===== src/rtl/opx_pkg.sv =====
package opx_pkg;
  localparam int unsigned OP_W = 8;
  localparam logic [OP_W-1:0] OPC_NOP = 8'hEA;
  localparam logic [OP_W-1:0] OPC_NEG = 8'h42;

  // zero-page indirect, Z-indexed opcodes: xxx1_0010
  function automatic logic is_zpz(input logic [OP_W-1:0] op);
    return op[4:0] == 5'b10010;
  endfunction
endpackage


===== src/rtl/opx_pfx_track.sv =====
module opx_pfx_track
  import opx_pkg::*;
(
  input  logic            clk_i,
  input  logic            rst_ni,
  input  logic            en_i,
  input  logic            valid_i,
  input  logic [OP_W-1:0] op_i,
  output logic            far_o,
  output logic            quad_o,
  output logic            pend_o
);
  logic [1:0] neg_q, neg_n;
  logic       nop_q, nop_n;
  logic       cancel;

  always_comb begin
    far_o  = 1'b0;
    quad_o = 1'b0;
    neg_n  = neg_q;
    nop_n  = nop_q;
    cancel = 1'b0;
    if (!en_i) begin
      neg_n = 2'd0;
      nop_n = 1'b0;
    end else if (valid_i) begin
      if (nop_q) begin
        if (is_zpz(op_i)) begin
          far_o  = 1'b1;
          quad_o = (neg_q == 2'd2);
          neg_n  = 2'd0;
          nop_n  = 1'b0;
        end else begin
          cancel = 1'b1;
        end
      end else if (neg_q == 2'd2) begin
        if (op_i == OPC_NOP) begin
          nop_n = 1'b1;
        end else begin
          quad_o = 1'b1;
          neg_n  = 2'd0;
        end
      end else if (neg_q == 2'd1) begin
        if (op_i == OPC_NEG) neg_n = 2'd2;
        else                 cancel = 1'b1;
      end else begin
        cancel = 1'b1;
      end
      // cancelling byte is re-evaluated from idle
      if (cancel) begin
        neg_n = (op_i == OPC_NEG) ? 2'd1 : 2'd0;
        nop_n = (op_i == OPC_NOP);
      end
    end
  end

  always_ff @(posedge clk_i or negedge rst_ni) begin
    if (!rst_ni) begin
      neg_q <= 2'd0;
      nop_q <= 1'b0;
    end else begin
      neg_q <= neg_n;
      nop_q <= nop_n;
    end
  end

  assign pend_o = (neg_q != 2'd0) || nop_q;
endmodule


===== src/rtl/opx_far_ptr.sv =====
module opx_far_ptr #(
  parameter int unsigned PTR_BYTES = 4,
  parameter int unsigned ZP_W      = 8,
  parameter int unsigned IDX_W     = 8
) (
  input  logic                      clk_i,
  input  logic                      rst_ni,
  input  logic                      start_i,
  input  logic [ZP_W-1:0]           zp_i,
  input  logic [IDX_W-1:0]          z_i,
  output logic [ZP_W-1:0]           addr_o,
  output logic                      rd_o,
  input  logic [7:0]                rdata_i,
  output logic [PTR_BYTES*8-1:0]    ea_o,
  output logic                      ea_valid_o
);
  localparam int unsigned PTR_W = PTR_BYTES * 8;
  localparam int unsigned CNT_W = $clog2(PTR_BYTES + 1);
  localparam logic [CNT_W-1:0] LAST = CNT_W'(PTR_BYTES - 1);
  localparam logic [CNT_W-1:0] NUM  = CNT_W'(PTR_BYTES);

  logic             busy_q, rd_q, eav_q;
  logic [CNT_W-1:0] iss_q, rcv_q;
  logic [ZP_W-1:0]  base_q;
  logic [IDX_W-1:0] z_q;
  logic [PTR_W-1:0] acc_q, ea_q, acc_sh;

  assign rd_o   = busy_q && (iss_q < NUM);
  assign addr_o = base_q + ZP_W'(iss_q);  // wraps within zero page
  assign acc_sh = {rdata_i, acc_q[PTR_W-1:8]};

  always_ff @(posedge clk_i or negedge rst_ni) begin
    if (!rst_ni) begin
      busy_q <= 1'b0;
      rd_q   <= 1'b0;
      eav_q  <= 1'b0;
      iss_q  <= '0;
      rcv_q  <= '0;
      base_q <= '0;
      z_q    <= '0;
      acc_q  <= '0;
      ea_q   <= '0;
    end else begin
      eav_q <= 1'b0;
      rd_q  <= rd_o;
      if (!busy_q) begin
        if (start_i) begin
          busy_q <= 1'b1;
          iss_q  <= '0;
          rcv_q  <= '0;
          base_q <= zp_i;
          z_q    <= z_i;
        end
      end else begin
        if (rd_o) iss_q <= iss_q + 1'b1;
        if (rd_q) begin
          acc_q <= acc_sh;
          rcv_q <= rcv_q + 1'b1;
          if (rcv_q == LAST) begin
            ea_q   <= acc_sh + PTR_W'(z_q);
            eav_q  <= 1'b1;
            busy_q <= 1'b0;
          end
        end
      end
    end
  end

  assign ea_o       = ea_q;
  assign ea_valid_o = eav_q;
endmodule


===== src/rtl/opx_prefix_dec.sv =====
module opx_prefix_dec
  import opx_pkg::*;
#(
  parameter int unsigned PTR_BYTES = 4,
  parameter int unsigned ZP_W      = 8,
  parameter int unsigned IDX_W     = 8
) (
  input  logic                   clk_i,
  input  logic                   rst_ni,
  input  logic                   ext_en_i,
  input  logic                   op_valid_i,
  input  logic [OP_W-1:0]        op_i,
  output logic                   op_valid_o,
  output logic [OP_W-1:0]        op_o,
  output logic                   far_o,
  output logic                   quad_o,
  output logic                   irq_hold_o,
  input  logic                   ptr_start_i,
  input  logic [ZP_W-1:0]        ptr_zp_i,
  input  logic [IDX_W-1:0]       ptr_z_i,
  output logic [ZP_W-1:0]        zp_addr_o,
  output logic                   zp_rd_o,
  input  logic [7:0]             zp_rdata_i,
  output logic [PTR_BYTES*8-1:0] ea_o,
  output logic                   ea_valid_o
);
  logic far_d, quad_d, pend;

  opx_pfx_track i_track (
    .clk_i  (clk_i),
    .rst_ni (rst_ni),
    .en_i   (ext_en_i),
    .valid_i(op_valid_i),
    .op_i   (op_i),
    .far_o  (far_d),
    .quad_o (quad_d),
    .pend_o (pend)
  );

  always_ff @(posedge clk_i or negedge rst_ni) begin
    if (!rst_ni) begin
      op_valid_o <= 1'b0;
      op_o       <= '0;
      far_o      <= 1'b0;
      quad_o     <= 1'b0;
    end else begin
      op_valid_o <= op_valid_i;
      if (op_valid_i) op_o <= op_i;
      far_o  <= far_d;
      quad_o <= quad_d;
    end
  end

  assign irq_hold_o = pend;

  opx_far_ptr #(
    .PTR_BYTES(PTR_BYTES),
    .ZP_W     (ZP_W),
    .IDX_W    (IDX_W)
  ) i_far_ptr (
    .clk_i     (clk_i),
    .rst_ni    (rst_ni),
    .start_i   (ptr_start_i),
    .zp_i      (ptr_zp_i),
    .z_i       (ptr_z_i),
    .addr_o    (zp_addr_o),
    .rd_o      (zp_rd_o),
    .rdata_i   (zp_rdata_i),
    .ea_o      (ea_o),
    .ea_valid_o(ea_valid_o)
  );
endmodule


===== config.mk =====
export PLATFORM = sky130hd
export DESIGN_NAME = opx_prefix_dec
export DESIGN_NICKNAME = d
export VERILOG_FILES = /design/src/rtl/opx_pkg.sv /design/src/rtl/opx_pfx_track.sv /design/src/rtl/opx_far_ptr.sv /design/src/rtl/opx_prefix_dec.sv
export SDC_FILE = /design/constraint.sdc
export NUM_CORES = 1
export LEC_CHECK = 0
export ABC_AREA = 1
export ABC_CLOCK_PERIOD_IN_PS = 2300
export BUFFER_PORTS_ARGS = -buffer_cell sky130_fd_sc_hd__buf_2
export CAP_MARGIN = 40
export CORE_MARGIN = 2
export CORE_UTILIZATION = 45
export DETAILED_ROUTE_END_ITERATION = 12
export PLACE_DENSITY_LB_ADDON = 0.25
export SYNTH_ARGS = -nofsm -noshare
export SYNTH_HDL_FRONTEND = slang
export SYNTH_SLANG_ARGS = --single-unit
export TNS_END_PERCENT = 1

===== constraint.sdc =====
create_clock -name clk_i -period 2.3 [get_ports clk_i]
set_input_delay 0.46 -clock clk_i [delete_from_list [all_inputs] [get_ports clk_i]]
set_output_delay 0.46 -clock clk_i [all_outputs]
set_load 0.02 [all_outputs]

==> results of run 1 <==
how the worst max path moves through the flow:
| stage | start | endpoint | slack (ns) | cells after the start |
|---|---|---|---|---|
| 2_1_floorplan | i_far_ptr.iss_q[0] | zp_addr_o[6] | 0.15 | 6 |
| 3_3_place_gp | i_far_ptr.iss_q[0] | zp_addr_o[6] | 0.10 | 7 |
| 4_1_cts | i_far_ptr.iss_q[0] | zp_addr_o[6] | -0.04 | 7 |
| 3_5_place_dp | i_far_ptr.iss_q[0] | zp_addr_o[6] | 0.05 | 7 |
| 6_report | i_far_ptr.iss_q[0] | zp_addr_o[6] | -0.02 | 7 |
| 5_1_grt | i_far_ptr.iss_q[0] | zp_addr_o[6] | -0.11 | 7 |
power groups by stage:
stage	sequential [W]	clock, W	combinational [W]
after floorplan	0.00304	0	0.00209
after global placement	0.00283	0	0.00323
after detailed placement	0.00285	0	0.00332
after CTS	0.00283	0.00151	0.00340
after global routing	0.00293	0.00158	0.00382
final	0.00283	0.00148	0.00342
cell type report:
cell class | instances | area [sq um] | share of cell area
clock buffers | 9 | 225 | 0.0371
inverters | 84 | 315 | 0.0519
well taps | 140 | 175 | 0.0288
clock inverters | 7 | 62.6 | 0.0103
repair buffers | 97 | 541 | 0.0890
flip-flops and latches | 95 | 2380 | 0.391
multi-input cells | 467 | 2380 | 0.391
flip-flops by register name, summed over array words and instances, names as in the netlist, 2 cells and up:
name and cells:
op_o 8, i_far_ptr.acc_q 24, i_far_ptr.rcv_q 3, i_far_ptr.base_q 8, i_far_ptr.z_q 8, i_far_ptr.iss_q 3, i_track.neg_q 2, i_far_ptr.ea_o 32
placed cells by master, fill, tap and decap left out, types with 2 or more instances in the layout:
| cell type | count |
|---|---|
| ha_1 | 15 |
| o21ai_0 | 36 |
| or2_2 | 2 |
| inv_2 | 4 |
| dfrtp_1 | 95 |
| mux2_2 | 14 |
| nand4_1 | 12 |
| nand2_1 | 225 |
| xor2_1 | 8 |
| nor2_1 | 49 |
| xnor2_1 | 5 |
| nor3_1 | 4 |
| a21oi_1 | 18 |
| o22ai_1 | 2 |
| clkbuf_16 | 9 |
| nand2_2 | 5 |
| nand3_2 | 2 |
| inv_1 | 80 |
| nor2_2 | 4 |
| o21ai_2 | 2 |
| buf_12 | 2 |
| buf_4 | 10 |
| nand3_1 | 54 |
| inv_6 | 5 |
| buf_2 | 85 |
routing by layer:
layer	part of all wire	GRT usage	up-vias
met5	0.0011	0	-
met1	0.46	0.263	2078
met3	0.054	0.0465	24
met2	0.47	0.342	115
li1	-	-	2278
met4	0.023	0.0867	2
what timing repair did:
action	CTS	global route
pin swaps	1	1
setup endpoints to repair	4	4
resized for setup	5	6
buffers inserted	1	1
hold buffers	0	0
cell families (layout without fill, tap and decap cells):
kind of cell / Yosys count / count (layout)
xor gates and xnor gates: 13 / 13
muxes: 14 / 14
DFF: 95 / 95
buffers and inverters: 100 / 197
AOI/OAI and AO/OA: 59 / 59
adders and majority gates: 19 / 19
and+or+nand+nor: 362 / 362
critical path: stages (launching register included):
cell	delay (ns)
dfrtp_1	0.36
ha_2	0.19
inv_2	0.04
fa_2	0.35
o21ai_2	0.16
nand3_1	0.10
xor2_1	0.15
buf_4	0.15
through the flow:
step,setup slack (ns),hold slack (ns)
after global placement,0.104,0.457
after detailed placement,0.0534,0.462
after CTS,-0.0407,0.145
final,-0.0200,0.120
after floorplan,0.146,0.164
after global routing,-0.114,0.175
==> impl_metrics.json, run 1 <==
{
  "outcome": "finished with violations",
  "failed_checks": "negative setup slack",
  "grt_max_degree": 50,
  "cts.clk_slew.worst_paths_ns": 0.07,
  "synthMuxAreaShare": 0.0307,
  "drt_iter0_drc": 259,
  "cts_made_buffers": 9,
  "endpoint_kind": "primary output",
  "synth-async-reset-ratio": 1.00,
  "finalSetupViolCount": 1,
  "routabilityCongestion": 0.923,
  "drive_gt1_frac": 0.199,
  "dr.pass1.iters": 4,
  "clockRootBuffer": "clkbuf_16",
  "globalRouteTotalUtil": 0.207,
  "stdcell_count": 899,
  "hold_violations": 0,
  "r2r_end": "i_far_ptr.ea_o[26]",
  "h-tree-depth": 3,
  "ys_seq_area_frac": 0.463,
  "route.detailed.drc": 0,
  "die-area_sq_mm": 0.0123,
  "fin_ws_ns": -0.0200,
  "grt_pass1_wl_um": 20800,
  "pwr-share-clk": 0.191,
  "die_w_um": 111,
  "sw_frac_of_total": 0.437,
  "viasPerCell": 5.00,
  "tightest_slew_ns": 0.637,
  "synth_seq_cells": 95,
  "wl_per_cell_um": 13.4,
  "place_inst": 881,
  "fillers": 1064,
  "ir_drop_mv": 1.22,
  "synth_edf_count": 0,
  "ys_types": 31,
  "synth_fp_nets": 718,
  "core-area_sq_mm": 0.0110,
  "rr_worst_depth": 11,
  "cts_sinks": 95,
  "synth_compound_area_frac": 0.0588,
  "nets": 810,
  "synth_common_cells": "nand2_1 (225), dfrtp_1 (95), inv_1 (81), nand3_1 (54), nor2_1 (50)",
  "relSlewSlack": 0.576,
  "clk_path_buf_depth": 2,
  "start_kind": "flip-flop",
  "ys.flop_type": "dfrtp_1",
  "slew_viol_final": 0,
  "yosysMostFrequentCell": "nand2_1",
  "grt_overflow_total": 0,
  "required_ns": 1.84,
  "skew_ns": 0.00798,
  "setup_tns_ns": -0.0200,
  "grt_pass1_vias": 4392,
  "yosysWarnings": 0,
  "initial_utilization": 0.467,
  "switchingPower_w": 0.00338,
  "io_pins": 91,
  "synthAdderAreaFrac": 0.0492,
  "hpwl_um": 8830,
  "finalCoreUtilization": 0.553,
  "fin_crit_sh": 1.01,
  "fp.dieH_um": 111,
  "criticalPathCategory": "reg -> out",
  "min-delay-path-class": "in -> async",
  "synth.top_cell.area_share": 0.463,
  "postSynthAreaPerCell_sq_um": 7.75,
  "power.internal_w": 0.00435,
  "max-cap-violations": 0,
  "vias": 4497,
  "power_density_mw_per_mm2": 1270,
  "cts_tree": "built",
  "n_antenna_cell": 0,
  "rr_startpoint": "i_far_ptr.acc_q[8]",
  "rsz0062_at_grt": "true",
  "grt_antenna_before_repair": 1,
  "worstPathMaxFanout": 2,
  "ys_top_cells_by_area": "dfrtp_1 (46%), nand2_1 (16%), inv_1 (5.9%)",
  "syn_area_sq_mm": 0.00513,
  "fin_area_sq_mm": 0.00607,
  "synth_top_family_by_area": "simple AND/OR/NAND/NOR gates",
  "p_leak_nw": 3.29,
  "arrival_ns": 1.86,
  "insertion_delay_ns": 0.35,
  "max_freq_mhz": 431,
  "drt-total-wl_um": 12100,
  "seq_power_share": 0.366,
  "port_buffers": 90,
  "power.total_w": 0.00773,
  "row_count": 38,
  "netlist_instances": 662,
  "syn_to_final_growth_pct": 18.3,
  "yosys.area.top_type": "dfrtp_1",
  "place_area_sq_mm": 0.00574,
  "synth_xor_xnor_area_share": 0.0222,
  "synth-simple-area-share": 0.298,
  "ant_nets": 0,
  "pwr-share-comb": 0.443,
  "regToRegSetupSlack_ns": 0.31,
  "fin_crit_ns": 2.32
}
Power figures use the tool's default switching activity.
==> inputs of run 2 (changes only) <==
--- a/config.mk
+++ b/config.mk
@@ -7,11 +7,11 @@
 export LEC_CHECK = 0
 export ABC_AREA = 1
 export ABC_CLOCK_PERIOD_IN_PS = 2300
-export BUFFER_PORTS_ARGS = -buffer_cell sky130_fd_sc_hd__buf_2
 export CAP_MARGIN = 40
 export CORE_MARGIN = 2
 export CORE_UTILIZATION = 45
 export DETAILED_ROUTE_END_ITERATION = 12
+export DONT_BUFFER_PORTS = 1
 export PLACE_DENSITY_LB_ADDON = 0.25
 export SYNTH_ARGS = -nofsm -noshare
 export SYNTH_HDL_FRONTEND = slang
==> run 2 against run 1 <==
Compared with the run above: the run ends with negative hold slack, negative setup slack left; cell area down 7.6%; fmax down 3.2%; first-iteration DRC count fell by 2.3%; critical path depth unchanged; total power shrank 5.4%; sequential share of layout area grew 3.2 points; die area did not move; hold slack got worse by 0.31 ns; critical endpoint unchanged.
==> impl_metrics.json, run 2 (synthesis gave the netlist of run 1 again) <==
{
  "start_kind": "flip-flop",
  "fin_crit_ns": 2.40,
  "largest_register_ffs": 32,
  "grt_pass1_vias": 4257,
  "place_inst": 793,
  "seq_area_sq_mm": 0.00238,
  "dp_slack_ns": 0.0653,
  "required_ns": 1.84,
  "fp.dieH_um": 111,
  "cts.clk_slew.worst_paths_ns": 0.06,
  "cts_tree": "built",
  "core-area_sq_mm": 0.0110,
  "place_area_sq_mm": 0.00527,
  "nets": 723,
  "skew_ns": 0.00661,
  "stdcell_count": 811,
  "hpwl_um": 8500,
  "min-delay-path-class": "in -> async",
  "fillers": 1039,
  "finalSetupViolCount": 5,
  "n_antenna_cell": 0,
  "drive_gt1_frac": 0.0924,
  "tightest_slew_ns": 0.731,
  "worstPathMaxFanout": 2,
  "grt_antenna_before_repair": 0,
  "p_leak_nw": 2.91,
  "vias": 4129,
  "clockRootBuffer": "clkbuf_16",
  "grt_overflow_total": 0,
  "initial_utilization": 0.467,
  "outcome": "finished with violations",
  "die-area_sq_mm": 0.0123,
  "layout_common_cells": "nand2_1 (225), dfrtp_1 (95), inv_1 (80)",
  "clk_path_buf_depth": 2,
  "insertion_delay_ns": 0.34,
  "max-cap-violations": 0,
  "cts_sinks": 95,
  "routabilityCongestion": 0.894,
  "max_freq_mhz": 417,
  "wl_per_cell_um": 14.4,
  "ir_drop_mv": 0.835,
  "h-tree-depth": 3,
  "viasPerCell": 5.09,
  "fin_crit_sh": 1.04,
  "criticalPathCategory": "reg -> out",
  "die_w_um": 111,
  "endpoint_kind": "primary output",
  "route.detailed.drc": 0,
  "rsz0062_at_grt": "true",
  "drt_iter0_drc": 253,
  "arrival_ns": 1.94,
  "fin_ws_ns": -0.0964,
  "fin_area_sq_mm": 0.00561,
  "row_count": 38,
  "holdWs_ns": -0.193,
  "ant_nets": 0,
  "slew_viol_final": 0,
  "dr.pass1.iters": 4,
  "syn_to_final_growth_pct": 9.36,
  "globalRouteTotalUtil": 0.205,
  "power_density_mw_per_mm2": 1300,
  "io_pins": 91,
  "grt_pass1_wl_um": 20300,
  "grt_max_degree": 96,
  "drt-total-wl_um": 11700,
  "port_buffers": 0,
  "multi_input_area_sq_mm": 0.00239,
  "final_common_cell": "nand2_1",
  "failed_checks": "negative hold slack, negative setup slack",
  "hold_violations": 95,
  "relSlewSlack": 0.512,
  "cts_made_buffers": 9
}
run 2: changes by cell type in the layout (fill, tap and decap cells not counted), moves of 2 or more:
cell | previous run | this run
buf_2 | 85 | 0
inv_6 | 5 | 0
buf_12 | 2 | 0
clkbuf_1 | 0 | 2
clkinv_2 | 0 | 2
xor2_1 | 8 | 6
xor2_2 | 0 | 2
run 2: area by class of cell:
type | instances | area share
clock inverter | 4 | 0.00847
inverter | 84 | 0.0562
tap | 140 | 0.0312
sequential | 95 | 0.424
clock buffer | 11 | 0.0415
timing repair buffer | 10 | 0.0134
multi-input combinational | 467 | 0.426
run 2: worst paths after layout:
kind / cells past startpoint / slack (ns) / from / to
max: 7 / -0.1 / i_far_ptr.base_q[0] / zp_addr_o[6]
min: 0 / -0.19 / rst_ni / i_far_ptr.z_q[5]
max reg2reg: 11 / 0.29 / i_far_ptr.acc_q[8] / i_far_ptr.ea_o[24]
min reg2reg: 1 / 0.49 / i_far_ptr.rcv_q[0] / i_far_ptr.rcv_q[0]
max in group asynchronous: 0 / 2.37 / rst_ni / i_far_ptr.ea_o[16]
min in group clk_i: 0 / 0.14 / op_valid_i / op_valid_o
run 2: critical path, cell delays in order (launching register included):
cell	delay [ns]
dfrtp_1	0.36
ha_2	0.20
inv_2	0.05
fa_2	0.39
o21ai_4	0.18
nand3_2	0.08
xor2_1	0.17
buf_4	0.17
run 2: stage by stage:
stage,TNS [ns],util,power (W)
2_1_floorplan,0,-,0.00513
3_3_place_gp,0,0.480,0.00570
3_5_place_dp,0,0.480,0.00580
4_1_cts,-0.293,0.509,0.00736
5_1_grt,-0.859,0.511,0.00792
6_report,-0.361,0.511,0.00731
run 2: routing by layer:
layer | up-vias | global-route usage | routed length (um)
met2 | 110 | 0.328 | 5390
met3 | 16 | 0.0601 | 777
met4 | 0 | 0.0808 | 250
met1 | 1901 | 0.262 | 5280
li1 | 2102 | - | -
met5 | - | 0 | 0
run 2: where the power goes:
group	internal [W]	total, W	leakage (nW)	switching [W]
logic	0.00101	0.00266	1.59	0.00165
clock network	0.000833	0.00144	0.135	0.000606
registers	0.00231	0.00321	1.18	0.000903
run 2: timing repair:
| item | CTS | global route |
|---|---|---|
| endpoints found under the hold margin | 95 | 95 |
| endpoints found under the setup margin | 5 | 6 |
| resized for setup | 7 | 2 |
| buffers inserted | 2 | 1 |
| gates cloned | 0 | 0 |
| pin swaps | 4 | 3 |
==> inputs of run 3 (changes only) <==
--- a/config.mk
+++ b/config.mk
@@ -9,10 +9,10 @@
 export ABC_CLOCK_PERIOD_IN_PS = 2300
 export CAP_MARGIN = 40
 export CORE_MARGIN = 2
-export CORE_UTILIZATION = 45
+export CORE_UTILIZATION = 55
 export DETAILED_ROUTE_END_ITERATION = 12
 export DONT_BUFFER_PORTS = 1
-export PLACE_DENSITY_LB_ADDON = 0.25
+export PLACE_DENSITY_LB_ADDON = 0.12
 export SYNTH_ARGS = -nofsm -noshare
 export SYNTH_HDL_FRONTEND = slang
 export SYNTH_SLANG_ARGS = --single-unit
==> run 3 against run 2 <==
Compared with the run above: the flow still finishes with violations (negative hold slack, negative setup slack); register-to-register slack is essentially flat; combinational power grew 2%; sequential power is essentially flat; total power shrank 3.1%; final cell count shrank 3.3%; highest routed layer unchanged.
==> impl_metrics.json, run 3 (synthesis gave the netlist of run 1 again) <==
{
  "critPathCapture": "zp_addr_o[4]",
  "power.total_w": 0.00709,
  "fin_crit_sh": 1.03,
  "routabilityCongestion": 0.908,
  "seq_area_sq_mm": 0.00238,
  "grt_max_degree": 96,
  "finalCoreUtilization": 0.604,
  "dp_slack_ns": 0.0307,
  "outcome": "finished with violations",
  "fillers": 812,
  "grt_pass1_wl_um": 19000,
  "grt_pass1_vias": 4088,
  "vias": 4239,
  "hpwl_um": 8320,
  "largest_register_ffs": 32,
  "drive_gt1_frac": 0.101,
  "required_ns": 1.84,
  "cts_sinks": 95,
  "viasPerCell": 5.41,
  "endpoint_kind": "primary output",
  "globalRouteTotalUtil": 0.237,
  "h-tree-depth": 3,
  "regToRegSetupSlack_ns": 0.30,
  "min-delay-path-class": "in -> async",
  "slew_viol_final": 0,
  "row_count": 35,
  "max_freq_mhz": 424,
  "cts.clk_slew.worst_paths_ns": 0.10,
  "hold_violations": 95,
  "fin_crit_ns": 2.36,
  "clockRootBuffer": "clkbuf_8",
  "skew_ns": 0.0117,
  "relSlewSlack": 0.591,
  "slowest_delay_ns": 0.40,
  "tightest_slew_ns": 0.611,
  "start_kind": "flip-flop",
  "fin_ws_ns": -0.0610,
  "drt_iter0_drc": 204,
  "rr_startpoint": "i_far_ptr.z_q[0]",
  "crit_chain": "ha_4 > inv_2 > fa_2 > o21ai_2 > buf_4 > xor2_1 > buf_4",
  "die-area_sq_mm": 0.0101,
  "r2r_end": "i_far_ptr.ea_o[26]",
  "insertion_delay_ns": 0.37,
  "fp.dieH_um": 101,
  "layout_common_cells": "nand2_1 (225), dfrtp_1 (95), inv_1 (80)",
  "rsz0062_at_grt": "true",
  "rr_worst_depth": 11,
  "worstPathMaxFanout": 2,
  "route.detailed.drc": 0,
  "core-area_sq_mm": 0.00915,
  "ant_nets": 0,
  "syn_to_final_growth_pct": 7.70,
  "io_pins": 91,
  "cts_tree": "built",
  "multi_input_area_sq_mm": 0.00241,
  "criticalPathCategory": "reg -> out",
  "max-cap-violations": 0,
  "die_w_um": 101,
  "drt-total-wl_um": 11600,
  "power_density_mw_per_mm2": 1280,
  "clk_path_buf_depth": 2,
  "n_antenna_cell": 0,
  "final_common_cell": "nand2_1",
  "grt_overflow_total": 0,
  "cts_made_buffers": 9,
  "ir_drop_mv": 0.819,
  "arrival_ns": 1.90,
  "crit_start": "i_far_ptr.base_q[0]",
  "nets": 724,
  "wl_per_cell_um": 14.8,
  "holdWs_ns": -0.229,
  "grt_antenna_before_repair": 0,
  "cpMaxStageDelayCell": "dfrtp_1",
  "dr.pass1.iters": 5,
  "crit_path_frequent_cell": "buf_4",
  "failed_checks": "negative hold slack, negative setup slack",
  "finalSetupViolCount": 3,
  "p_leak_nw": 2.88,
  "port_buffers": 0,
  "initial_utilization": 0.561
}
[run 3: cell types whose count changed in the layout (fill, tap and decap cells not counted), moves of 2 or more]
cell / change
clkbuf_8: +9
inv_6: +2
clkinv_2: -2
clkinv_4: +2
clkbuf_1: -2
ha_4: +2
clkbuf_16: -9
[run 3: worst min-delay path by stage]
stage / endpoint / slack, ns / depth (start not counted)
after floorplan: far_o / 0.16 / 0
after global placement: i_far_ptr.acc_q[16] / 0.17 / 0
after detailed placement: i_far_ptr.ea_o[16] / 0.17 / 0
after CTS: i_far_ptr.ea_o[16] / -0.24 / 0
after global routing: i_far_ptr.ea_o[22] / -0.24 / 0
final: i_far_ptr.ea_o[22] / -0.23 / 0
[run 3: report_power, final]
part,internal (W),total [W],switching (W)
Combinational,0.00107,0.00272,0.00164
Sequential,0.00230,0.00323,0.000926
Clock,0.000514,0.00114,0.000629
[run 3: final cells by class]
class / instances / share of cell area
multi-input cells: 467 / 0.436
flip-flops and latches: 95 / 0.430
inverters: 84 / 0.0570
well taps: 111 / 0.0251
clock buffers: 9 / 0.0224
repair buffers: 11 / 0.0149
clock inverters: 7 / 0.0145
[run 3: layer usage]
layer  up-vias  GRT usage  share of wire  wire length, um
met1      1976      0.304           0.42             4900
li1       2096          -              -                -
met3        21     0.0479          0.069              797
met4         0     0.0769          0.017              196
met5         -          0              0                0
met2       146      0.404           0.49             5730
[run 3: critical path: cells and delay by family (launching register included)]
kind            cells  cell delay (ns)
flops               1             0.40
xor+xnor            1             0.15
buf+inv             3             0.32
fa+ha+maj           2             0.50
compound gates      1             0.17
[run 3: metrics by stage]
stage               std cells  TNS, ns  instance area, sq um
finish                    784   -0.117                  5530
global route              784   -0.480                  5530
CTS                       783   -0.332                  5490
detailed placement        763        0                  5230
global placement          763        0                  5230
floorplan                 662        0                  5130
[run 3: timing repair]
item	CTS	global route
endpoints found under the setup margin	5	6
gates resized for setup	7	4
pin swaps	4	5
endpoints found under the hold margin	95	95
buffers inserted	4	1
